--- src/rtl/wbc_pkg.sv ---
package wbc_pkg;
  typedef enum logic [2:0] {
    ST_IDLE,
    ST_START,
    ST_ISSUE,
    ST_DMA,
    ST_DONE,
    ST_FINISH
  } wbc_state_e;
endpackage

--- src/rtl/wbc_delay_timer.sv ---
module wbc_delay_timer #(
  parameter int W = 8
) (
  input  logic         clk_i,
  input  logic         rst_ni,
  input  logic         load_i,
  input  logic [W-1:0] val_i,
  output logic         expired_o
);
  logic [W-1:0] cnt_q;

  always_ff @(posedge clk_i or negedge rst_ni) begin
    if (!rst_ni) cnt_q <= '0;
    else if (load_i) cnt_q <= val_i;
    else if (cnt_q != '0) cnt_q <= cnt_q - 1'b1;
  end

  assign expired_o = (cnt_q == '0);
endmodule

--- src/rtl/wbc_count_calc.sv ---
module wbc_count_calc #(
  parameter int IDX_W = 8,
  localparam int CNT_W = IDX_W + 1
) (
  input  logic [IDX_W-1:0] head_i,
  input  logic [CNT_W-1:0] ring_len_i,
  input  logic [CNT_W-1:0] used_i,
  input  logic [IDX_W-1:0] mask_i,
  output logic [CNT_W-1:0] count_o,
  output logic             wrap_o
);
  logic [CNT_W:0]   sum;
  logic [CNT_W-1:0] room;
  logic [CNT_W-1:0] aligned;

  assign sum     = {2'b00, head_i} + {1'b0, used_i};
  assign wrap_o  = (sum >= {1'b0, ring_len_i});
  assign room    = ring_len_i - {1'b0, head_i};
  // zero mask leaves used_i unchanged
  assign aligned = used_i & ~{1'b0, mask_i};
  assign count_o = wrap_o ? room : aligned;
endmodule

--- src/rtl/wbc_addr_gen.sv ---
module wbc_addr_gen #(
  parameter int IDX_W      = 8,
  parameter int ADDR_W     = 32,
  parameter int DESC_BYTES = 16,
  localparam int CNT_W = IDX_W + 1,
  localparam int LEN_W = CNT_W + $clog2(DESC_BYTES)
) (
  input  logic [IDX_W-1:0]  head_i,
  input  logic [CNT_W-1:0]  count_i,
  input  logic [ADDR_W-1:0] base_i,
  output logic [ADDR_W-1:0] addr_o,
  output logic [LEN_W-1:0]  len_o
);
  localparam int SH   = $clog2(DESC_BYTES);
  localparam bit POW2 = ((1 << SH) == DESC_BYTES);

  logic [ADDR_W-1:0] offset;

  generate
    if (POW2) begin : g_shift
      assign offset = ADDR_W'(head_i) << SH;
      assign len_o  = LEN_W'(count_i) << SH;
    end else begin : g_mult
      assign offset = ADDR_W'(head_i) * ADDR_W'(DESC_BYTES);
      assign len_o  = LEN_W'(count_i) * LEN_W'(DESC_BYTES);
    end
  endgenerate

  assign addr_o = base_i + offset;
endmodule

--- src/rtl/wb_coalesce_ctrl.sv ---
module wb_coalesce_ctrl
  import wbc_pkg::*;
#(
  parameter int IDX_W      = 8,
  parameter int ADDR_W     = 32,
  parameter int DESC_BYTES = 16,
  parameter int DLY_W      = 8,
  localparam int CNT_W = IDX_W + 1,
  localparam int LEN_W = CNT_W + $clog2(DESC_BYTES)
) (
  input  logic              clk_i,
  input  logic              rst_ni,
  input  logic              wb_req_i,
  input  logic [IDX_W-1:0]  wb_mask_i,
  input  logic [DLY_W-1:0]  start_dly_i,
  input  logic [DLY_W-1:0]  done_dly_i,
  input  logic [IDX_W-1:0]  head_i,
  input  logic [CNT_W-1:0]  ring_len_i,
  input  logic [CNT_W-1:0]  used_i,
  input  logic [ADDR_W-1:0] base_i,
  output logic              dma_req_o,
  output logic [ADDR_W-1:0] dma_addr_o,
  output logic [LEN_W-1:0]  dma_len_o,
  input  logic              dma_done_i,
  output logic              wb_valid_o,
  output logic [CNT_W-1:0]  wb_count_o
);
  wbc_state_e        state_q, state_d;
  logic [IDX_W-1:0]  mask_q;
  logic              pend_q;
  logic [CNT_W-1:0]  cnt_q;
  logic [ADDR_W-1:0] addr_q;
  logic [LEN_W-1:0]  len_q;

  logic              tmr_load;
  logic [DLY_W-1:0]  tmr_val;
  logic              tmr_expired;
  logic [CNT_W-1:0]  calc_cnt;
  logic              calc_wrap;
  logic [ADDR_W-1:0] gen_addr;
  logic [LEN_W-1:0]  gen_len;
  logic              in_flight;
  logic              sizing;

  wbc_delay_timer #(.W(DLY_W)) u_timer (
    .clk_i     (clk_i),
    .rst_ni    (rst_ni),
    .load_i    (tmr_load),
    .val_i     (tmr_val),
    .expired_o (tmr_expired)
  );

  wbc_count_calc #(.IDX_W(IDX_W)) u_calc (
    .head_i     (head_i),
    .ring_len_i (ring_len_i),
    .used_i     (used_i),
    .mask_i     (mask_q),
    .count_o    (calc_cnt),
    .wrap_o     (calc_wrap)
  );

  wbc_addr_gen #(
    .IDX_W      (IDX_W),
    .ADDR_W     (ADDR_W),
    .DESC_BYTES (DESC_BYTES)
  ) u_addr (
    .head_i  (head_i),
    .count_i (calc_cnt),
    .base_i  (base_i),
    .addr_o  (gen_addr),
    .len_o   (gen_len)
  );

  assign in_flight = (state_q == ST_ISSUE) || (state_q == ST_DMA) || (state_q == ST_DONE);
  assign sizing    = (state_q == ST_START) && tmr_expired;

  always_comb begin
    state_d  = state_q;
    tmr_load = 1'b0;
    tmr_val  = start_dly_i;
    unique case (state_q)
      ST_IDLE: if (wb_req_i) begin
        state_d  = ST_START;
        tmr_load = 1'b1;
      end
      ST_START: if (tmr_expired) state_d = (calc_cnt == '0) ? ST_IDLE : ST_ISSUE;
      ST_ISSUE: state_d = ST_DMA;
      ST_DMA: if (dma_done_i) begin
        state_d  = ST_DONE;
        tmr_load = 1'b1;
        tmr_val  = done_dly_i;
      end
      ST_DONE: if (tmr_expired) state_d = ST_FINISH;
      ST_FINISH: begin
        if (pend_q || wb_req_i) begin
          state_d  = ST_START;
          tmr_load = 1'b1;
        end else begin
          state_d = ST_IDLE;
        end
      end
      default: state_d = ST_IDLE;
    endcase
  end

  always_ff @(posedge clk_i or negedge rst_ni) begin
    if (!rst_ni) begin
      state_q <= ST_IDLE;
      mask_q  <= '0;
      pend_q  <= 1'b0;
      cnt_q   <= '0;
      addr_q  <= '0;
      len_q   <= '0;
    end else begin
      state_q <= state_d;
      if (wb_req_i) begin
        if (in_flight) begin
          // merge: keep the less restrictive mask, schedule a follow-up
          if (wb_mask_i < mask_q) begin
            mask_q <= wb_mask_i;
            pend_q <= 1'b1;
          end
        end else if (state_q == ST_FINISH && pend_q) begin
          if (wb_mask_i < mask_q) mask_q <= wb_mask_i;
        end else begin
          mask_q <= wb_mask_i;
        end
      end
      if (sizing) begin
        cnt_q  <= calc_cnt;
        addr_q <= gen_addr;
        len_q  <= gen_len;
        if (calc_wrap && calc_cnt != '0) pend_q <= 1'b1;
      end
      if (state_q == ST_FINISH) pend_q <= 1'b0;
    end
  end

  assign dma_req_o  = (state_q == ST_ISSUE);
  assign dma_addr_o = addr_q;
  assign dma_len_o  = len_q;
  assign wb_valid_o = (state_q == ST_FINISH);
  assign wb_count_o = cnt_q;
endmodule

--- config.mk ---
export PLATFORM = sky130hd
export DESIGN_NAME = wb_coalesce_ctrl
export DESIGN_NICKNAME = d
export VERILOG_FILES = /design/src/rtl/wbc_pkg.sv /design/src/rtl/wbc_delay_timer.sv /design/src/rtl/wbc_count_calc.sv /design/src/rtl/wbc_addr_gen.sv /design/src/rtl/wb_coalesce_ctrl.sv
export SDC_FILE = /design/constraint.sdc
export NUM_CORES = 1
export LEC_CHECK = 0
export ABC_CLOCK_PERIOD_IN_PS = 2600
export BUFFER_PORTS_ARGS = -buffer_cell sky130_fd_sc_hd__buf_2
export CELL_PAD_IN_SITES_DETAIL_PLACEMENT = 1
export CELL_PAD_IN_SITES_GLOBAL_PLACEMENT = 2
export CORE_UTILIZATION = 31
export DETAILED_ROUTE_END_ITERATION = 10
export GPL_TIMING_DRIVEN = 0
export MAX_ROUTING_LAYER = met4
export PLACE_DENSITY_LB_ADDON = 0.3
export SYNTH_ARGS = -nofsm -noshare
export SYNTH_HDL_FRONTEND = slang
export SYNTH_SLANG_ARGS = --single-unit
--- constraint.sdc ---
create_clock -name clk_i -period 2.6 [get_ports clk_i]
set_input_delay 0.52 -clock clk_i [delete_from_list [all_inputs] [get_ports clk_i]]
set_output_delay 0.52 -clock clk_i [all_outputs]
set_load 0.005 [all_outputs]
==> results.md <==
- Status: complete, but fails checks
- Failing checks: setup timing
- Syn Inst Count: 507
- Initial DRC Count: 84
- Post-synth cell types: 49
- Synthesis Warnings: 0
- Vias/cell: 4.84
- CP Class: in -> reg
- Crit path required time: 2790 ps
- CP Launch Type: input port
- Antenna diode count: 0
- Async set or reset register ratio after synthesis: 1.00
- Syn_area_per_cell: 9.06 um^2
- Power consumption: 4.31 mW
- Combinational share of power: 0.374
- First-pass GRT wire length: 21.2 mm
- Clk Latency, worst-skew pair: 330 ps
- Slowest stage delay, CP: 340 ps
- Final slew viol count: 0
- Clock sinks: 61
- Initial Utilization: 0.317
- H-tree depth: 3
- Layout cell share with drive strength beyond 1: 0.343
- Number of port buffers: 137
- Mean routed wirelength per cell: 15.6 um
- Pre-antenna DRT Iters: 6
- Slew @ Worst Pin: 829 ps
- Met1 usage in global routing: 0.236
- GPL Wtd Cong: 0.857
- Dpl hpwl: 10.8 mm
- Die ar.: 0.0153 mm^2
- Total gr overflow: 0
- Number of flops mapped to enable cells by yosys: 0
- TritonCTS Buffers: 9
- Area delta synth->final: 32.5%
- Initial antenna violation count: 0
- Setup Viol. Count Final: 11
- CTS tree: yes
- Detailed Route WL: 13.5 mm
- Die X: 124 um
- Crit end category: flip-flop
- Synth Register Bits: 61
- GRT Util Overall: 0.188
- Seq pwr share: 0.341
- Sequential share of the synthesized area: 0.332
- PD cells: 708 mW/mm^2
- Core area: 0.0145 mm^2
- Final nets: 804
- I/O pins: 142
- Net switching power: 1.39 mW
- Die Y: 124 um
- Dpl ws: -1190 ps
- R2R cell count: 8
- Max cap viols: 0
- Crit path arrival time: 3400 ps
- Most used cell, CP: a21oi_2
- Via count: 4170
- Final setup margin: -610 ps
- Internal power: 2.92 mW
- CP cell instances: buf_8 > ha_4 > fa_2 > a21o_1 > a21oi_2 > nor2b_1 > o21ai_2 > a211oi_2 > xnor2_1 > ha_1 > nand3_2 > a21oi_2 > o41ai_2 > o211ai_1 > buf_4 > buf_6 > mux2i_1 > o21ai_1
- Clock power share: 0.284
- ANT nets after route: 0
- CTS Buffer Depth: 2
- Slew HR: 0.447
- Grt peak-use layer: met2
- Largest net degree at the start of global routing: 62
- Final min period: 3210 ps
- FMAX: 0.311 GHz
- Slowest cell on crit path: fa_2
- Max IR drop VDD: 287 uV
- Worst-path maximum fanout: 8
- Primary FF master, synth: dfrtp_1
- Leakage Power: 3.01 nW
- Reg clk slew, reported paths: 50 ps
- Global-route track usage on met2: 0.312
- Final Skew: 10.9 ps
- Switching Fraction: 0.322
- # rows: 44
- DRC violations left: 0
- Final Hold Viols: 0
- Hold Path Class: in -> async
- RSZ-0062 raised after global routing: yes
- Vias in the first global route: 4282
- Final period util: 1.23
- Met3 Resource Use GR: 0.0275
- Root Driver: clkbuf_16
- Synth Cell Area: 0.00460 mm^2
[cell usage after synthesis (4+ instances only)]
cell | count | area (um^2)
dfrtp_1 | 61 | 1530
o21ai_0 | 56 | 280
nand2_1 | 52 | 195
ha_1 | 41 | 513
inv_1 | 34 | 128
xor2_1 | 25 | 219
a21oi_1 | 22 | 110
nor2_1 | 20 | 75.1
mux2_2 | 19 | 214
nand3_1 | 19 | 95.1
xnor2_1 | 17 | 149
buf_4 | 13 | 97.6
nor2b_1 | 12 | 75.1
mux2i_1 | 11 | 110
clkbuf_1 | 10 | 37.5
nand2b_1 | 9 | 56.3
nand4_1 | 8 | 50.1
mux2_4 | 7 | 105
nor3_1 | 7 | 35.0
o21a_1 | 7 | 52.6
a21o_1 | 5 | 37.5
a211oi_1 | 4 | 30.0
and2_1 | 4 | 25.0
and3_1 | 4 | 25.0
nor4_1 | 4 | 25.0
[cell usage in the layout (no fill, tap or decap), types with 4 or more instances in the layout]
cell type / count
xnor2_1: 17
o21ai_0: 42
mux2_4: 11
a21oi_2: 4
clkbuf_1: 10
nor4_1: 4
o21a_1: 7
and2_1: 4
clkbuf_16: 9
nor2b_1: 12
nand4_1: 8
a21o_1: 5
mux2_2: 15
buf_4: 30
o21ai_2: 4
conb_1: 4
nand3_1: 16
inv_1: 34
nand2_1: 52
nor2_1: 20
xor2_1: 25
ha_1: 38
mux2i_1: 11
buf_2: 134
buf_6: 4
nand2b_1: 9
and3_1: 4
dfrtp_1: 61
a21oi_1: 18
o21ai_1: 11
nor3_1: 7
[sequential cells by signal, summed over array words and instances, names as in the netlist]
name / count
pend_q: 1
dma_len_o: 9
u_timer.cnt_q: 8
mask_q: 8
dma_addr_o: 32
state_q: 3
[layout make-up]
cell class | instances | area (um^2)
Sequential cell | 61 | 1530
Buffer | 27 | 171
Fill cell | 1746 | 8390
Clock buffer | 13 | 270
Inverter | 34 | 128
Multi-Input combinational cell | 388 | 2900
Tap cell | 184 | 230
Timing Repair Buffer | 153 | 838
Clock inverter | 1 | 30.0
[worst max-delay path, delay by kind of cell]
| family | cells | cell delay, ps |
|---|---|---|
| AO/OA/AOI/OAI | 8 | 1080 |
| adder cells (fa/ha/maj) | 3 | 830 |
| buffers and inverters | 3 | 470 |
| multiplexers | 1 | 190 |
| AND/OR/NAND/NOR | 2 | 170 |
| XOR/XNOR | 1 | 140 |
[metrics by stage]
stage / cell area (um^2) / cells / utilization / hold slack (ps) / setup TNS (ps)
CTS: 6020 / 856 / 0.416 / 328 / -5750
detailed placement: 5570 / 831 / 0.384 / 466 / -15950
finish: 6090 / 861 / 0.421 / 286 / -6190
global placement: 5560 / 831 / 0.384 / 460 / -14450
global route: 6090 / 861 / 0.421 / 362 / -7660
floorplan: 4650 / 510 / - / 224 / -5310
[worst paths after layout]
| path | slack [ps] | from | to |
|---|---|---|---|
| setup / recovery | -610 | used_i[0] | dma_len_o[8]$_DFFE_PN0P_ |
| hold / removal | 290 | rst_ni | u_timer.cnt_q[5]$_DFFE_PN0P_ |
| setup reg to reg | 180 | mask_q[6]$_DFFE_PN0P_ | mask_q[7]$_DFFE_PN0P_ |
| hold reg to reg | 470 | dma_addr_o[14]$_DFFE_PN0P_ | dma_addr_o[14]$_DFFE_PN0P_ |
| max in group asynchronous | 1770 | rst_ni | dma_addr_o[10]$_DFFE_PN0P_ |
| min in group clk_i | 430 | base_i[0] | dma_addr_o[0]$_DFFE_PN0P_ |
[layer usage]
metal,wire length [um],vias to the layer above
met5,0,-
met1,6220,1993
li1,-,2079
met2,6580,85
met3,444,13
met4,209,0
[what timing repair did]
action / in CTS / in global routing
hold endpoints to repair: 0 / 0
endpoints found under the setup margin: 18 / 22
buffers inserted: 11 / 5
gates cloned: 0 / 0
hold buffers: 0 / 0
pin swaps: 14 / 15
gates resized for setup: 19 / 11
[power groups by stage]
| stage | clock [mW] | combinational (mW) | sequential [mW] |
|---|---|---|---|
| floorplan | 0 | 0.920 | 1.47 |
| detailed placement | 0 | 1.54 | 1.49 |
| CTS | 1.25 | 1.61 | 1.48 |
| finish | 1.23 | 1.61 | 1.47 |
| global placement | 0 | 1.49 | 1.47 |
| global route | 1.29 | 1.83 | 1.52 |
[kinds of logic after synthesis]
group	after synthesis	synth area share
and+or+nand+nor	148	0.161
AOI/OAI and AO/OA	113	0.143
DFF	61	0.332
buffers and inverters	61	0.0643
adders and majority gates	44	0.125
xor gates and xnor gates	42	0.0800
muxes	37	0.0934
other	1	0.000816
Power figures use the tool's default switching activity.
